File: src/rtl/dbs_pkg.sv
package dbs_pkg;
  localparam int FIELD_W  = 6;
  localparam int X8_SHIFT = 3;

  typedef logic [FIELD_W-1:0] blen_t;

  typedef struct packed {
    blen_t tx_blen;
    blen_t rx_blen;
    logic  x8;
    logic  sep;
  } cfg_t;

  // A supported field has exactly one bit set: 1,2,4,8,16,32.
  function automatic logic blen_supported(blen_t f);
    int ones;
    ones = 0;
    for (int i = 0; i < FIELD_W; i++) ones += int'(f[i]);
    return ones == 1;
  endfunction
endpackage

File: src/rtl/dbs_cfg_regs.sv
module dbs_cfg_regs
  import dbs_pkg::*;
(
  input  logic clk,
  input  logic rst_n,
  input  logic wr,
  input  cfg_t wdata,
  output cfg_t q
);
  always_ff @(posedge clk or negedge rst_n) begin
    if (!rst_n) begin
      q.tx_blen <= blen_t'(1);
      q.rx_blen <= blen_t'(1);
      q.x8      <= 1'b0;
      q.sep     <= 1'b0;
    end else if (wr) begin
      q <= wdata;
    end
  end
endmodule

File: src/rtl/dbs_limit.sv
module dbs_limit
  import dbs_pkg::*;
#(
  parameter int LEN_W = FIELD_W + X8_SHIFT
) (
  input  cfg_t             cfg,
  input  logic             dir_tx,
  output logic [LEN_W-1:0] max_len,
  output logic             legal
);
  blen_t            sel;
  logic [LEN_W-1:0] base;

  always_comb begin
    sel     = (cfg.sep && !dir_tx) ? cfg.rx_blen : cfg.tx_blen;
    base    = LEN_W'(sel);
    max_len = cfg.x8 ? (base << X8_SHIFT) : base;
    legal   = blen_supported(sel);
  end
endmodule

File: src/rtl/dbs_splitter.sv
module dbs_splitter #(
  parameter int BEAT_W = 16,
  parameter int LEN_W  = 9
) (
  input  logic              clk,
  input  logic              rst_n,
  input  logic              req_valid,
  output logic              req_ready,
  input  logic [BEAT_W-1:0] req_beats,
  input  logic              req_dir,
  input  logic [LEN_W-1:0]  lim_max,
  input  logic              lim_legal,
  output logic              bst_valid,
  input  logic              bst_ready,
  output logic [LEN_W-1:0]  bst_len,
  output logic              bst_dir,
  output logic              bst_last,
  output logic              err
);
  logic              busy_q;
  logic [BEAT_W-1:0] rem_q;
  logic [LEN_W-1:0]  max_q;
  logic              dir_q;
  logic              err_q;
  logic [BEAT_W-1:0] max_ext;
  logic              accept;

  // BEAT_W is expected to be at least LEN_W.
  assign max_ext   = BEAT_W'(max_q);
  assign accept    = req_valid && !busy_q;
  assign req_ready = !busy_q;
  assign bst_valid = busy_q;
  assign bst_dir   = dir_q;
  assign bst_last  = rem_q <= max_ext;
  assign bst_len   = bst_last ? LEN_W'(rem_q) : max_q;
  assign err       = err_q;

  always_ff @(posedge clk or negedge rst_n) begin
    if (!rst_n) begin
      busy_q <= 1'b0;
      rem_q  <= '0;
      max_q  <= LEN_W'(1);
      dir_q  <= 1'b0;
      err_q  <= 1'b0;
    end else begin
      err_q <= 1'b0;
      if (accept) begin
        if (req_beats != '0) begin
          if (lim_legal) begin
            busy_q <= 1'b1;
            rem_q  <= req_beats;
            max_q  <= lim_max;
            dir_q  <= req_dir;
          end else begin
            err_q <= 1'b1;
          end
        end
      end else if (busy_q && bst_ready) begin
        rem_q <= rem_q - BEAT_W'(bst_len);
        if (bst_last) busy_q <= 1'b0;
      end
    end
  end
endmodule

File: src/rtl/dbs_burst_split.sv
module dbs_burst_split
  import dbs_pkg::*;
#(
  parameter int BEAT_W = 16,
  localparam int LEN_W = FIELD_W + X8_SHIFT
) (
  input  logic              clk,
  input  logic              rst_n,
  input  logic              cfg_wr,
  input  logic [5:0]        cfg_tx_blen,
  input  logic [5:0]        cfg_rx_blen,
  input  logic              cfg_x8,
  input  logic              cfg_sep,
  input  logic              req_valid,
  output logic              req_ready,
  input  logic [BEAT_W-1:0] req_beats,
  input  logic              req_dir,
  output logic              bst_valid,
  input  logic              bst_ready,
  output logic [LEN_W-1:0]  bst_len,
  output logic              bst_dir,
  output logic              bst_last,
  output logic              err
);
  cfg_t             wdata;
  cfg_t             cfg_q;
  logic [LEN_W-1:0] lim_max;
  logic             lim_legal;

  assign wdata = '{tx_blen: cfg_tx_blen, rx_blen: cfg_rx_blen, x8: cfg_x8, sep: cfg_sep};

  dbs_cfg_regs u_cfg (
    .clk(clk), .rst_n(rst_n), .wr(cfg_wr), .wdata(wdata), .q(cfg_q)
  );

  dbs_limit #(.LEN_W(LEN_W)) u_lim (
    .cfg(cfg_q), .dir_tx(req_dir), .max_len(lim_max), .legal(lim_legal)
  );

  dbs_splitter #(.BEAT_W(BEAT_W), .LEN_W(LEN_W)) u_split (
    .clk(clk), .rst_n(rst_n),
    .req_valid(req_valid), .req_ready(req_ready), .req_beats(req_beats), .req_dir(req_dir),
    .lim_max(lim_max), .lim_legal(lim_legal),
    .bst_valid(bst_valid), .bst_ready(bst_ready), .bst_len(bst_len),
    .bst_dir(bst_dir), .bst_last(bst_last), .err(err)
  );
endmodule

File: config.mk
export PLATFORM = sky130hd
export DESIGN_NAME = dbs_burst_split
export DESIGN_NICKNAME = d
export VERILOG_FILES = /design/src/rtl/dbs_pkg.sv /design/src/rtl/dbs_cfg_regs.sv /design/src/rtl/dbs_limit.sv /design/src/rtl/dbs_splitter.sv /design/src/rtl/dbs_burst_split.sv
export SDC_FILE = /design/constraint.sdc
export NUM_CORES = 1
export LEC_CHECK = 0
export ABC_AREA = 1
export CAP_MARGIN = 25
export CORE_UTILIZATION = 54
export CTS_CLUSTER_SIZE = 20
export DETAILED_ROUTE_END_ITERATION = 16
export PLACE_DENSITY = 0.81
export SYNTH_ARGS = -nofsm -noshare
export SYNTH_HDL_FRONTEND = slang
export SYNTH_SLANG_ARGS = --single-unit
File: constraint.sdc
create_clock -name clk -period 4.3 [get_ports clk]
set_input_delay 0.86 -clock clk [delete_from_list [all_inputs] [get_ports clk]]
set_output_delay 0.86 -clock clk [all_outputs]
set_load 0.01 [all_outputs]
# After elaboration in Yosys (flattened, before gate mapping)

Index checks and enable logic that the tools add are counted.

Add/subtract/negate cells: 6
$lt $le $gt $ge: 1
Equality and inequality tests: 3
Muxes and demuxes: 15
Reduce and logical (&&, ||, !) cells: 11

Operators by type and width:

| kind                                                 | count |
|---|---|
| adder 32 x 2 -> 32 bit                               | 4 |
| two-way mux 16 bit                                   | 4 |
| equality test 32 x 2 -> 1 bit, second input constant | 1 |
| two-way mux 9 bit                                    | 2 |
| less-or-equal comparator 16 x 9 -> 1 bit             | 1 |
| nonzero test 16 bit                                  | 1 |
| subtractor 16 x 9 -> 16 bit                          | 1 |
| two-way mux 1 bit                                    | 8 |
| two-way mux 6 bit                                    | 1 |
| AND reduction 3 bit                                  | 2 |
| inequality test 2 bit, second input constant         | 2 |
| AND reduction 4 bit                                  | 1 |
| nonzero test 2 bit                                   | 2 |
| logical AND 1 bit                                    | 3 |
| adder 1 x 1 -> 2 bit                                 | 1 |
| logical NOT 1 bit                                    | 2 |

Register bits: 42
Input port bits: 36
Output and inout bits: 14

# Depth between registers and ports, before layout

Depth in word-level cells: 12
Mapped depth: 29
Gate-level depth less buffers: 28

# Modules after synthesis

From an unflattened synthesis, not the netlist that was laid out.

Cells, all modules: 526
Area total of the unflattened synthesis: 3444.6 um2

Modules (own cells, without submodules):

| module       | times used | cells each | area an instance (um2) | sequential area each (um2) |
|---|---|---|---|---|
| dbs_splitter | 1          | 407        | 2587.5                 | 701.9 |
| dbs_cfg_regs | 1          | 59         | 533.0                  | 352.8 |
| dbs_limit    | 1          | 60         | 324.1                  | 0.0 |

# Worst setup path after synthesis

OpenSTA, ideal clock, no wires.

Kind: input -> register
Start: in req_dir
End: reg u_split.rem_q[1]
Setup time: 0.083 ns
Arrival time: 3.903 ns
Setup slack: 0.315 ns
Cell stages on the path: 18
Cells stage by stage: inv_1 > nand2_1 > clkbuf_1 > o21ai_0 > ha_1 > inv_1 > fa_1 > fa_1 > inv_1 > fa_1 > nor3_1 > nand2_1 > inv_1 > nor2_1 > inv_1 > clkbuf_1 > o211ai_1 > o21ai_0

Cells in the longest elaborated chain, start to end: 11

Ends and longest elaborated chain:

| what                                       | line                  | RTL |
|---|---|---|
| from (decl)                                | dbs_burst_split.sv:17 | `input logic req_dir,` |
| logical NOT 1 bit (*)                      | dbs_limit.sv:15       | `sel = (cfg.sep && !dir_tx) ? cfg.rx_blen : cfg.tx_blen;` |
| logical AND 1 bit (*)                      | dbs_limit.sv:15       |  |
| two-way mux 6 bit (*)                      | dbs_limit.sv:15       |  |
| adder 1 x 1 -> 2 bit                       | dbs_pkg.sv:18         | `for (int i = 0; i < FIELD_W; i++) ones += int'(f[i]);` |
| adder 32 x 2 -> 32 bit (3 in series)       | dbs_pkg.sv:18         |  |
| adder 32 x 2 -> 32 bit (*)                 | dbs_pkg.sv:18         |  |
| equality test 32 x 2 -> 1 bit (*)          | dbs_pkg.sv:19         | `return ones == 1;` |
| inequality test 2 bit (no source line) (*) | --                    |  |
| AND reduction 3 bit (no source line) (*)   | --                    |  |
| to (signal assigned)                       | dbs_splitter.sv:51    | `rem_q <= req_beats;` |
| to (signal assigned)                       | dbs_splitter.sv:59    | `rem_q <= rem_q - BEAT_W'(bst_len);` |
| to (decl)                                  | dbs_splitter.sv:21    | `logic [BEAT_W-1:0] rem_q;` |

Mark *: on every way between the ends. The rest lies on a longest branch, timed or not.
A chain may end at the register's enable or synchronous reset.

# Worst setup path after layout

Start: in req_dir
End: reg u_split.rem_q[3]

Same word-level chain as after synthesis.

==> metrics.yaml <==
status: "finished, final reports clean"
finalHoldViolations: 0
layout.cells.non_filler: 541
slew_violations: 0
hp-class: "in2async"
synth_top_family_by_area: "simple AND/OR/NAND/NOR gates"
fin_nets: 526
fin_util: 0.6996
cts_tree: "done"
postCtsSetupRepairBufs: 0
grt_use_total: 0.2683
vias_per_cell: 5.157
mostFrequentLayoutCell: "nand2_1"
r2r-start: "u_split.max_q[5]"
grt_pass1_vias: 2848
final_antenna_net_count: 0
clk_latency_ns: 0.30
rows: 27
final_cell_mix: "nand2_1 (96), inv_1 (74), clkdlybuf4s50_1 (48), o21ai_0 (39), dfrtp_1 (39)"
grt_max_degree: 43
yosysWarningCount: 0
multi_input_comb_area_um2: 1683
crit_start: "req_dir"
avgRoutedWirePerCell_um: 13.27
place_area_um2: 3695
timing.final.ws_setup_ns: 0.3420
num_vias: 2790
coreArea_um2: 5473
stdcell_area_um2: 3829
vdd_drop_max_mv: 0.2868
synth_compound_area_frac: 0.1364
cts_max_path_buffers: 2
htree_levels: 2
die_area_um2: 5978
cellLeakagePower_nw: 1.904
numCtsBuffers: 5
synthAdderAreaFrac: 0.09967
worst_pin_slew_ns: 0.6364
placed_cells: 532
synth-xor-area-share: 0.01716
drt_iter0_markers: 120
slew_headroom: 0.5744
synthToLayoutAreaGrowth_pct: 25.00
clock-root-buffer: "clkbuf_8"
fp.dieW_um: 77.32
fin_tns_setup_ns: 0
regArea_um2: 1055
maxCapViolations: 0
endpoint_kind: "flip-flop"
seq_area_frac_synth: 0.3444
n_antenna_cell: 0
cp_max_fo: 21
io_pins: 50
routed_wl_um: 7181
dr.pass1.iters: 4
die_h_um: 77.32
p_per_area_nw_per_um2: 746.9
ys_seq_elements: 42
fmax_mhz: 252.7
yosys.area_share.simple: 0.2655
start_util: 0.5597
final_layout_size_suffix_gt1_frac: 0.1151
min_period_ns: 3.958
grt_pass1_wl_um: 12690
drc: 0
crit_type: "in2reg"
clock_skew_ns: 0.007356
required_ns: 4.53
syn-num-nets: 471
synth_area_um2: 3063
syn_area_per_cell_um2: 7.416
grt-ovfl-total: 0
grt_setup_unrepaired: "no"
muxShareOfSynthArea: 0.02574
finalSetupViolCount: 0
post-route-period-util: 0.9205
cp_data_arrival_time_ns: 4.19
synth_cell_types: 36
antenna_found_initial: 0
io_buffers: 49
pre_cts_slack_ns: -0.2866
synthCells: 413
clk_pin_slew_ns: 0.09
cts.sinks: 42
start_kind: "input port"
fillers: 490
globalplace.congestion: 0.8878
dp_hpwl_um: 5575
## per-stage QoR
| stage | hold slack (ns) | total power [mW] |
|---|---|---|
| after CTS | 0.5136 | 2.852 |
| final | 0.4633 | 2.860 |
| after floorplan | 0.4529 | 1.991 |
| after global placement | 0.4866 | 2.498 |
| after detailed placement | 0.4935 | 2.563 |
| after global routing | 0.4813 | 3.169 |
## report_power, final
| group | total, mW | internal [mW] | switching (mW) |
|---|---|---|---|
| Clock | 0.282 | 0.132 | 0.150 |
| Sequential | 0.671 | 0.538 | 0.132 |
| Combinational | 1.91 | 0.801 | 1.11 |
## timing repair
action,4_1_cts,5_1_grt
setup endpoints to repair,0,28
gates resized for setup,0,5
hold buffers,0,0
## sequential cells by signal (all words and copies together) (netlist names)
register           cells
u_split.bst_dir        1
u_split.max_q          9
u_split.err            1
u_split.rem_q         16
u_cfg.q               14
u_split.bst_valid      1
## cell families (layout without fill, tap and decap cells)
logic type / count (synthesis) / after routing
adders and majority gates: 22 / 22
AOI/OAI and AO/OA: 75 / 75
DFF: 42 / 42
buffers and inverters: 90 / 146
xor gates and xnor gates: 6 / 6
and+or+nand+nor: 171 / 171
muxes: 7 / 7
## critical path, cell delays in order
cell and delay, ns:
clkdlybuf4s50_1 0.40, inv_1 0.10, nand2_4 0.09, o21ai_0 0.22, ha_1 0.27, inv_1 0.07, fa_1 0.43, fa_1 0.37
inv_1 0.08, fa_1 0.43, nor3_2 0.17, nand2_1 0.09, inv_1 0.09, nor2_1 0.08, buf_12 0.15, a21oi_1 0.11
o21ai_0 0.09, o21ai_0 0.10
## routing by layer
metal	routed length, µm	share of wire	global-route usage
met4	79	0.011	0.07170
met2	3560	0.50	0.4752
met5	0	0	0
met3	409	0.057	0.04643
met1	3132	0.44	0.3341
## path summary, 6_finish.rpt
check	cells past startpoint	slack (ns)	to
worst min register to register	1	0.51	u_cfg.q[6]
max in group asynchronous	2	3.35	u_split.rem_q[8]
worst max-delay path	18	0.34	u_split.rem_q[3]
min in group clk	1	0.51	u_cfg.q[6]
worst min-delay path	1	0.46	u_split.rem_q[0]
worst max register to register	21	0.63	u_split.rem_q[10]
## final cells by class
type	instances	area share
flip-flops and latches	42	0.2755
multi-input cells	281	0.4395
inverters	77	0.07549
clock inverters	2	0.004248
repair buffers	61	0.1601
well taps	72	0.02353
clock buffers	6	0.02157
## cells in the mapped netlist
cell       n  share of area
nand4_1   10          0.020
o21ai_1    3         0.0049
nor2_1    19          0.023
inv_2      3         0.0037
o21ai_4    1         0.0053
nand3b_1   1         0.0025
a21oi_1   20          0.033
nand2_4    1         0.0037
a21o_1     1         0.0025
nor3_1     6         0.0098
nand3_2    4          0.013
dfstp_2    3          0.026
o21bai_2   1         0.0037
nand4_2    1         0.0041
dfrtp_1   39           0.32
nand2_1   98           0.12
nand2_2    2         0.0041
nand3_1   21          0.034
nand4_4    1         0.0069
or2_2      2         0.0041
clkbuf_1  11          0.013
o21ai_0   40          0.065
nor3_4     1         0.0053
xnor2_1    1         0.0029
o211ai_1   5          0.012
nand3_4    1         0.0057
o31ai_1    4         0.0098
inv_1     74          0.091
fa_1       4          0.026
mux2_2     7          0.026
xor2_1     5          0.014
ha_1      18          0.074
buf_2      2         0.0033
nor4_2     1         0.0041
nor2_2     1         0.0020
nor4_1     1         0.0020
No activity file was read; power rests on OpenSTA's default activity.
